===== src/rtl/ubs_adder.sv =====
module ubs_adder #(
  parameter int N = 32,
  parameter bit EXACT = 1'b1
) (
  input  logic clk,
  input  logic rst_n,
  input  logic start,
  input  logic in_valid,
  input  logic a_bit,
  input  logic b_bit,
  output logic out_bit,
  output logic out_valid,
  output logic done
);
  localparam int CW = $clog2(N + 1);
  localparam int OUT_LEN = EXACT ? 2 * N : N;

  logic          busy, fed, last_q, credit;
  logic [CW-1:0] cnt;
  logic [N-1:0]  bbuf;

  wire       take = busy && !fed && !last_q && in_valid;
  wire [1:0] csum = {1'b0, credit} + {1'b0, a_bit} + {1'b0, b_bit};
  wire       emit = csum[1];
  wire       end_cnt = (cnt == CW'(N - 1));

  always_ff @(posedge clk or negedge rst_n) begin
    if (!rst_n) begin
      busy <= 1'b0; fed <= 1'b0; last_q <= 1'b0; credit <= 1'b0;
      cnt <= '0; bbuf <= '0;
      out_bit <= 1'b0; out_valid <= 1'b0; done <= 1'b0;
    end else begin
      out_valid <= 1'b0;
      last_q <= 1'b0;
      done <= last_q;
      if (!busy) begin
        if (start) begin
          busy <= 1'b1; fed <= 1'b0; cnt <= '0; credit <= 1'b0;
        end
      end else if (last_q) begin
        busy <= 1'b0;
      end else if (take) begin
        out_valid <= 1'b1;
        out_bit <= EXACT ? a_bit : emit;
        credit <= csum[0];
        bbuf <= {b_bit, bbuf[N-1:1]};
        cnt <= end_cnt ? '0 : cnt + 1'b1;
        if (end_cnt) begin
          fed <= 1'b1;
          if (!EXACT) last_q <= 1'b1;
        end
      end else if (fed && EXACT) begin
        out_valid <= 1'b1;
        out_bit <= bbuf[0];
        bbuf <= {1'b0, bbuf[N-1:1]};
        cnt <= cnt + 1'b1;
        if (end_cnt) last_q <= 1'b1;
      end
    end
  end

  logic [CW:0] ocnt;
  always_ff @(posedge clk or negedge rst_n) begin
    if (!rst_n) ocnt <= '0;
    else if (!busy) ocnt <= '0;
    else if (out_valid) ocnt <= ocnt + 1'b1;
  end

  a_r7_done_pulse: assert property (@(posedge clk) disable iff (!rst_n)
    done |=> !done);
  a_r7_done_after_last: assert property (@(posedge clk) disable iff (!rst_n)
    done |-> $past(out_valid));
  a_r3_r5_length: assert property (@(posedge clk) disable iff (!rst_n)
    done |-> ocnt == (CW+1)'(OUT_LEN));
  a_r6_valid_in_op: assert property (@(posedge clk) disable iff (!rst_n)
    out_valid |-> busy);
  a_r9_no_out_on_gap: assert property (@(posedge clk) disable iff (!rst_n)
    (busy && !fed && !last_q && !in_valid) |=> !out_valid);
  a_r8_no_restart: assert property (@(posedge clk) disable iff (!rst_n)
    (busy && !last_q) |=> busy);
endmodule


===== config.mk =====
export PLATFORM = sky130hd
export DESIGN_NAME = ubs_adder
export DESIGN_NICKNAME = d
export VERILOG_FILES = /design/src/rtl/ubs_adder.sv
export SDC_FILE = /design/constraint.sdc
export NUM_CORES = 1
export LEC_CHECK = 0
export ABC_CLOCK_PERIOD_IN_PS = 4300
export BUFFER_PORTS_ARGS = -buffer_cell sky130_fd_sc_hd__buf_4
export CAP_MARGIN = 40
export CORE_ASPECT_RATIO = 1.5
export CORE_MARGIN = 5
export CORE_UTILIZATION = 45
export CTS_CLUSTER_SIZE = 20
export DETAILED_ROUTE_END_ITERATION = 16
export GPL_TIMING_DRIVEN = 0
export PLACE_DENSITY = 0.63
export SYNTH_ARGS = -nofsm -noshare
export SYNTH_HDL_FRONTEND = slang
export SYNTH_SLANG_ARGS = --single-unit

===== constraint.sdc =====
create_clock -name clk -period 4.3 [get_ports clk]
set_input_delay 1.29 -clock clk [delete_from_list [all_inputs] [get_ports clk]]
set_output_delay 1.29 -clock clk [all_outputs]
set_load 0.05 [all_outputs]

# Yosys cells after proc, flatten, opt, wreduce, memory -nomap -nowiden
# Cells that the tools add are included.
[totals] register_bits=44 output_inout_bits=3 elab_cells=52
[op_classes] add_sub_neg=1 n_eq_ne=5 n_mux=27 bitwise=1 n_reduce_logical=10
[op_table] operator="two-way mux 32 bit" n=2
[op_table] operator="two-way mux 6 bit" n=6
[op_table] operator="two-way mux 1 bit" n=19
[op_table] operator="adder 6 x 1 -> 6 bit (second input constant)" n=1
[op_table] operator="equality test 6 x 5 -> 1 bit (second input constant)" n=1
[op_table] operator="AND reduction 3 bit" n=2
[op_table] operator="inequality test 2 x 1 -> 1 bit (second input constant)" n=2
[op_table] operator="AND reduction 4 bit" n=1
[op_table] operator="nonzero test 2 bit" n=2
[op_table] operator="logical AND 1 bit" n=3
[op_table] operator="inequality test 3 x 1 -> 1 bit (second input constant)" n=1
[op_table] operator="zero test 1 bit" n=2
[op_table] operator="inequality test 2 bit (second input constant)" n=1
[op_table] operator="NOT 1 bit" n=1

# Longest topological paths before layout
# Gate-level depths: netlist of run 1.
[logic_depth] word_depth=7 ltp_mapped=5 mapped_depth_nobuf=5

# Worst setup path after synthesis of run 1
# No wires, ideal clock.
[synth_timing] path_kind="input port to flip-flop" start="input in_valid" end="register bbuf[10]" setup_time_ns=0.125 t_arrival_ns=2.156 setup_slack_ns=2.019 stages=4 n_path_buf=1 cell_sequence="nor2_1 nor2_2 buf_2 mux2_2"
[synth_via] elab_chain_cells=3
[synth_rtl] item="start, declared" line="8" rtl="input logic in_valid,"
[synth_rtl] item="logical AND 1 bit *" line="22" rtl="wire take = busy && !fed && !last_q && in_valid;"
[synth_rtl] item="nonzero test 2 bit (no source line)"
[synth_rtl] item="AND reduction 3 bit (no source line)"
[synth_rtl] item="end signal, assigned" line="46" rtl="bbuf <= {b_bit, bbuf[N-1:1]};"
[synth_rtl] item="end signal, assigned" line="55" rtl="bbuf <= {1'b0, bbuf[N-1:1]};"
[synth_rtl] item="end, declared" line="20" rtl="logic [N-1:0] bbuf;"
# Every way passes the cells marked *; elsewhere a longest branch is shown, timed or not.
# A chain may end at the register's enable or synchronous reset.

# Worst setup path in the final report of run 1
[layout_timing] start="input in_valid" end="register bbuf[15]"
# The elaborated chain is that of the path after synthesis.

==> results of run 1 <==
cells by family (layout without fill, tap and decap cells):
group	Yosys count	count (layout)	share of synthesized area
DFF	44	44	0.626
muxes	31	31	0.199
and+or+nand+nor	27	27	0.0897
AOI/OAI and AO/OA	18	18	0.0633
buffers and inverters	6	21	0.0149
adders and majority gates	1	1	0.00712
synthesized netlist by cell type (2+ instances only):
library cell and instances:
dfrtp_1 44, mux2_2 31, nand2_1 8, o21ai_0 7
a21oi_1 5, nor2b_1 4, buf_2 3, inv_1 3
a31oi_1 2, and3_1 2, nand3_1 2, nand4b_1 2
nor2_1 2, or3_1 2
where the power goes:
group          internal (uW)  switching [uW]
logic                    233             186
registers                597             101
clock network            143             121
layer usage:
metal	vias up	GRT usage	share of wire
li1	476	-	-
met4	0	0.0355	0.0062
met2	11	0.196	0.55
met3	2	0.0313	0.036
met5	-	0	0
met1	514	0.133	0.40
cell type report:
type                    count  area (sq um)
inverters                   3          11.3
well taps                  43          53.8
multi-input cells          77           631
clock buffers               7          96.3
repair buffers              8          60.1
plain buffers               3          15.0
fillers                   346          1750
flip-flops and latches     44          1100
registers in the layout, summed over array words and instances, names as in the netlist:
| register | count |
|---|---|
| bbuf | 32 |
| busy | 1 |
| cnt | 6 |
| done | 1 |
| fed | 1 |
| last_q | 1 |
| out_bit | 1 |
| out_valid | 1 |
through the flow:
step / power (uW) / worst slack [ns]
2_1_floorplan: 1020 / 2.02
3_3_place_gp: 1110 / 1.73
3_5_place_dp: 1140 / 1.70
4_1_cts: 1400 / 2.00
5_1_grt: 1480 / 1.91
6_report: 1380 / 2.01
worst max-delay path, cell delays in order:
cell	delay, ns
buf_4	0.12
nor2_1	0.07
nor2_2	0.29
buf_2	0.31
mux2_2	0.37
path summary, 6_finish.rpt:
kind / start / end / slack, ns / cells after the start
max reg2reg: busy / bbuf[15] / 2.55 / 4
min reg2reg: last_q / done / 0.48 / 0
max: in_valid / bbuf[15] / 2.01 / 5
max in group asynchronous: rst_n / cnt[5] / 2.94 / 1
min in group asynchronous: rst_n / cnt[3] / 0.98 / 1
min: last_q / done / 0.48 / 0
==> flow_summary.json, run 1 <==
{
  "ctsResizeCount": 0,
  "slew-limit-headroom": 0.645,
  "fin_crit_ns": 2.29,
  "finalClockSkew_ns": 0.00703,
  "fin_area_sq_um": 1970,
  "num_rows": 27,
  "cts_setup_buffers": 0,
  "dieArea_sq_um": 5280,
  "drtIter0Drc": 73,
  "synth-warning-count": 0,
  "fin_cells": 185,
  "die_h_um": 86.6,
  "crit_fanout": 10,
  "cts-hold-fix-buffers": 0,
  "synth_area_leader_cell": "dfrtp_1",
  "clk_pin_slew_worst_paths_ns": 0.08,
  "power.leakage_uw": 0.000900,
  "htree_levels": 2,
  "route.detailed.drc": 0,
  "setup_viol": 0,
  "final_common_cell": "dfrtp_1",
  "crit_type": "primary input to flop",
  "status": "finished, final reports clean",
  "post-route-period-util": 0.532,
  "fmax_mhz": 437,
  "rsz0062_at_grt": "no",
  "grt_pass1_vias": 1103,
  "postSynthCellCount": 127,
  "antenna_found_initial": 0,
  "p_per_area_nw_per_um2": 701,
  "hold_viol": 0,
  "grt_pass1_wl_um": 4640,
  "vias": 1003,
  "avgSynthCellArea_sq_um": 13.8,
  "holdWs_ns": 0.477,
  "ys.flop_type": "dfrtp_1",
  "via_per_inst": 5.42,
  "synthesis.area_sq_um": 1760,
  "grt_use_total": 0.114,
  "fin_tns_setup_ns": 0,
  "finalMaxSlewViolations": 0,
  "drive_gt1_frac": 0.366,
  "start_kind": "primary input",
  "gp_congestion": 0.755,
  "coreArea_sq_um": 3720,
  "final_cell_mix": "dfrtp_1, mux2_2, nand2_1, buf_4",
  "synth-edff-count": 0,
  "area.growth.synth_to_final_pct": 12.0,
  "antennaDiodeCount": 0,
  "die_w_um": 61.0,
  "drv_cap": 0,
  "wl_per_cell_um": 13.9,
  "fin_nets": 149,
  "worstPathRequired_ns": 4.46,
  "synth_top_area_share": 0.626,
  "synth_nets": 134,
  "dp_hpwl_um": 1860,
  "dp.cells": 178,
  "synth-async-reset-ratio": 1.00,
  "crit_path_end_kind": "flop",
  "ys_seq_area_frac": 0.626,
  "postRouteAntennaNets": 0,
  "final_util": 0.530,
  "placed_cell_area_sq_um": 1870,
  "pin_count": 9,
  "first_pass_iters": 4,
  "start_util": 0.473,
  "synth_area_leaders": "dfrtp_1, mux2_2, o21ai_0",
  "clkSinkCount": 44,
  "grt_start_max_net_pins": 45,
  "cts_root_buf": "clkbuf_8",
  "cts_tree": "built",
  "wl_um": 2560,
  "cts_buffers": 5,
  "worst_ep_arrival_time_ns": 2.45,
  "worst_pin_slew_ns": 0.532,
  "grt_overflow_total": 0,
  "cts.path.max_buffers": 2,
  "ir_drop_v": 0.000446,
  "ys_types": 24,
  "clk_latency_ns": 0.28,
  "synth-seq-cells": 44,
  "io_buffers": 8,
  "hold_path_class": "flop to flop"
}
(Power assumes the default switching activity.)
==> run 2, diff against run 1 <==
- ABC_AREA: unset -> 1
- ABC_CLOCK_PERIOD_IN_PS: 4300 -> 2300
- PLACE_DENSITY: 0.63 -> 0.62
- clock period: 4.3 -> 2.3 ns (I/O delays scaled with it)
==> flow_summary.json, run 2 <==
{
  "finalMaxSlewViolations": 0,
  "synth_top_area_share": 0.581,
  "setup_viol": 0,
  "yosysMostFrequentCell": "nand2_1",
  "grt_overflow_total": 0,
  "final_common_cell": "nand2_1",
  "power.leakage_uw": 0.00103,
  "die_w_um": 63.0,
  "hold_path_class": "primary input to async pin",
  "start_util": 0.454,
  "cp_cell_sequence": "buf_4",
  "cp-startpoint": "out_bit",
  "antennaDiodeCount": 0,
  "final_cell_mix": "nand2_1, dfrtp_1, inv_1",
  "drtIter0Drc": 58,
  "synth_area_leaders": "dfrtp_1, nand2_1, o21ai_2",
  "synth-seq-cells": 44,
  "grt_pass1_vias": 1318,
  "synth-async-reset-ratio": 1.00,
  "area.growth.synth_to_final_pct": 11.9,
  "clk_pin_slew_worst_paths_ns": 0.08,
  "ys.flop_type": "dfrtp_1",
  "reg2reg_slack_ns": 1.00,
  "drive_gt1_frac": 0.227,
  "io_buffers": 8,
  "regArea_sq_um": 1100,
  "ir_drop_v": 0.000725,
  "grt_pass1_wl_um": 5910,
  "avgSynthCellArea_sq_um": 9.71,
  "p_per_area_nw_per_um2": 1370,
  "die_h_um": 89.5,
  "htree_levels": 2,
  "clk_latency_ns": 0.29,
  "timing.final.ws_setup_ns": 0.745,
  "clkSinkCount": 44,
  "ys_seq_area_frac": 0.581,
  "path_buf_inv": 1,
  "cts.path.max_buffers": 2,
  "synthMuxAreaShare": 0,
  "cp_slowest_cell": "dfrtp_1",
  "cts-hold-fix-buffers": 0,
  "hold_viol": 0,
  "post-route-period-util": 0.676,
  "via_per_inst": 5.15,
  "crit_type": "flop to output pin",
  "worst_pin_slew_ns": 0.528,
  "cts_setup_buffers": 0,
  "worstPathRequired_ns": 1.61,
  "multi_input_area_sq_um": 632,
  "route.detailed.drc": 0,
  "postSynthCellCount": 195,
  "cts_buffers": 5,
  "pin_count": 9,
  "fin_nets": 217,
  "fillCellCount": 395,
  "synth_area_leader_cell": "dfrtp_1",
  "num_rows": 29,
  "cts_root_buf": "clkbuf_8",
  "synth_top_family_by_area": "simple AND/OR/NAND/NOR gates",
  "worst_ep_arrival_time_ns": 0.86,
  "synth_compound_area_frac": 0.151,
  "reg2regPathDepth": 6,
  "worst_path_largest_cell_delay_ns": 0.39,
  "drv_cap": 0,
  "yosys.area_share.simple": 0.176,
  "synth-xor-area-share": 0,
  "wl_per_cell_um": 12.7,
  "cts_tree": "built",
  "synth-edff-count": 0,
  "wl_um": 3260,
  "status": "finished, final reports clean",
  "grt_start_max_net_pins": 45,
  "crit_path_end_kind": "output pin",
  "fin_crit_ns": 1.55,
  "gp_congestion": 0.853,
  "fin_tns_setup_ns": 0,
  "synthesis.area_sq_um": 1890,
  "finalClockSkew_ns": 0.00535,
  "grt_use_total": 0.136,
  "dieArea_sq_um": 5630,
  "synthAdderAreaFrac": 0.00661,
  "final_util": 0.508,
  "cpLargestDelayFamily": "flip-flops",
  "postRouteAntennaNets": 0,
  "rsz0062_at_grt": "no",
  "ys_types": 23,
  "post-place-ws_ns": 0.684,
  "dp_hpwl_um": 2390,
  "largest-register": "bbuf",
  "netlist_top_cells_count": "nand2_1, dfrtp_1, inv_1",
  "reg2reg_from": "busy",
  "fmax_mhz": 643,
  "crit_fanout": 2,
  "start_kind": "flop",
  "vias": 1323,
  "coreArea_sq_um": 4170,
  "largest_register_ff_count": 32,
  "synth-warning-count": 0,
  "slew-limit-headroom": 0.648,
  "largest_registers": "bbuf x32, cnt x6",
  "first_pass_iters": 4,
  "ctsResizeCount": 0,
  "timing.rr.end": "bbuf[22]",
  "synth_nets": 202,
  "antenna_found_initial": 0
}
## run 2: per-stage QoR
stage / cells / total power, uW / hold slack [ns] / area (sq um)
floorplan: 195 / 2100 / 0.394 / 1890
global placement: 249 / 2320 / 0.462 / 2010
detailed placement: 249 / 2380 / 0.471 / 2010
CTS: 257 / 2950 / 0.389 / 2120
global route: 257 / 3150 / 0.413 / 2120
finish: 257 / 2910 / 0.372 / 2120
## run 2: cell type report
type,count,share of cell area
Sequential cell,44,0.519
Multi-Input combinational cell,119,0.298
Inverter,26,0.0472
Clock buffer,6,0.0342
Buffer,6,0.0289
Timing Repair Buffer,8,0.0283
Tap cell,46,0.0272
Clock inverter,2,0.0165
## run 2: cell families after synthesis
kind of cell | Yosys count
AOI/OAI and AO/OA | 40
adders and majority gates | 1
buffers and inverters | 32
DFF | 44
and+or+nand+nor | 78
## run 2: worst max-delay path by stage
stage / endpoint / slack, ns / cells after the start
after floorplan: bbuf[25] / 0.97 / 5
after global placement: bbuf[12] / 0.73 / 5
after detailed placement: bbuf[22] / 0.68 / 5
after CTS: out_bit / 0.73 / 1
after global routing: out_bit / 0.71 / 1
final: out_bit / 0.75 / 1
## run 2: report_power, final
part	total, uW	internal, uW	leakage, uW	switching, uW
combinational	1090	405	0.000401	685
sequential	1250	1080	0.000573	172
clock	568	322	0.0000552	245
## run 2: per-layer routing
metal  GRT usage  part of all wire
met5           0                 0
met4      0.0830             0.036
met3      0.0377             0.040
met2       0.227              0.51
met1       0.155              0.42
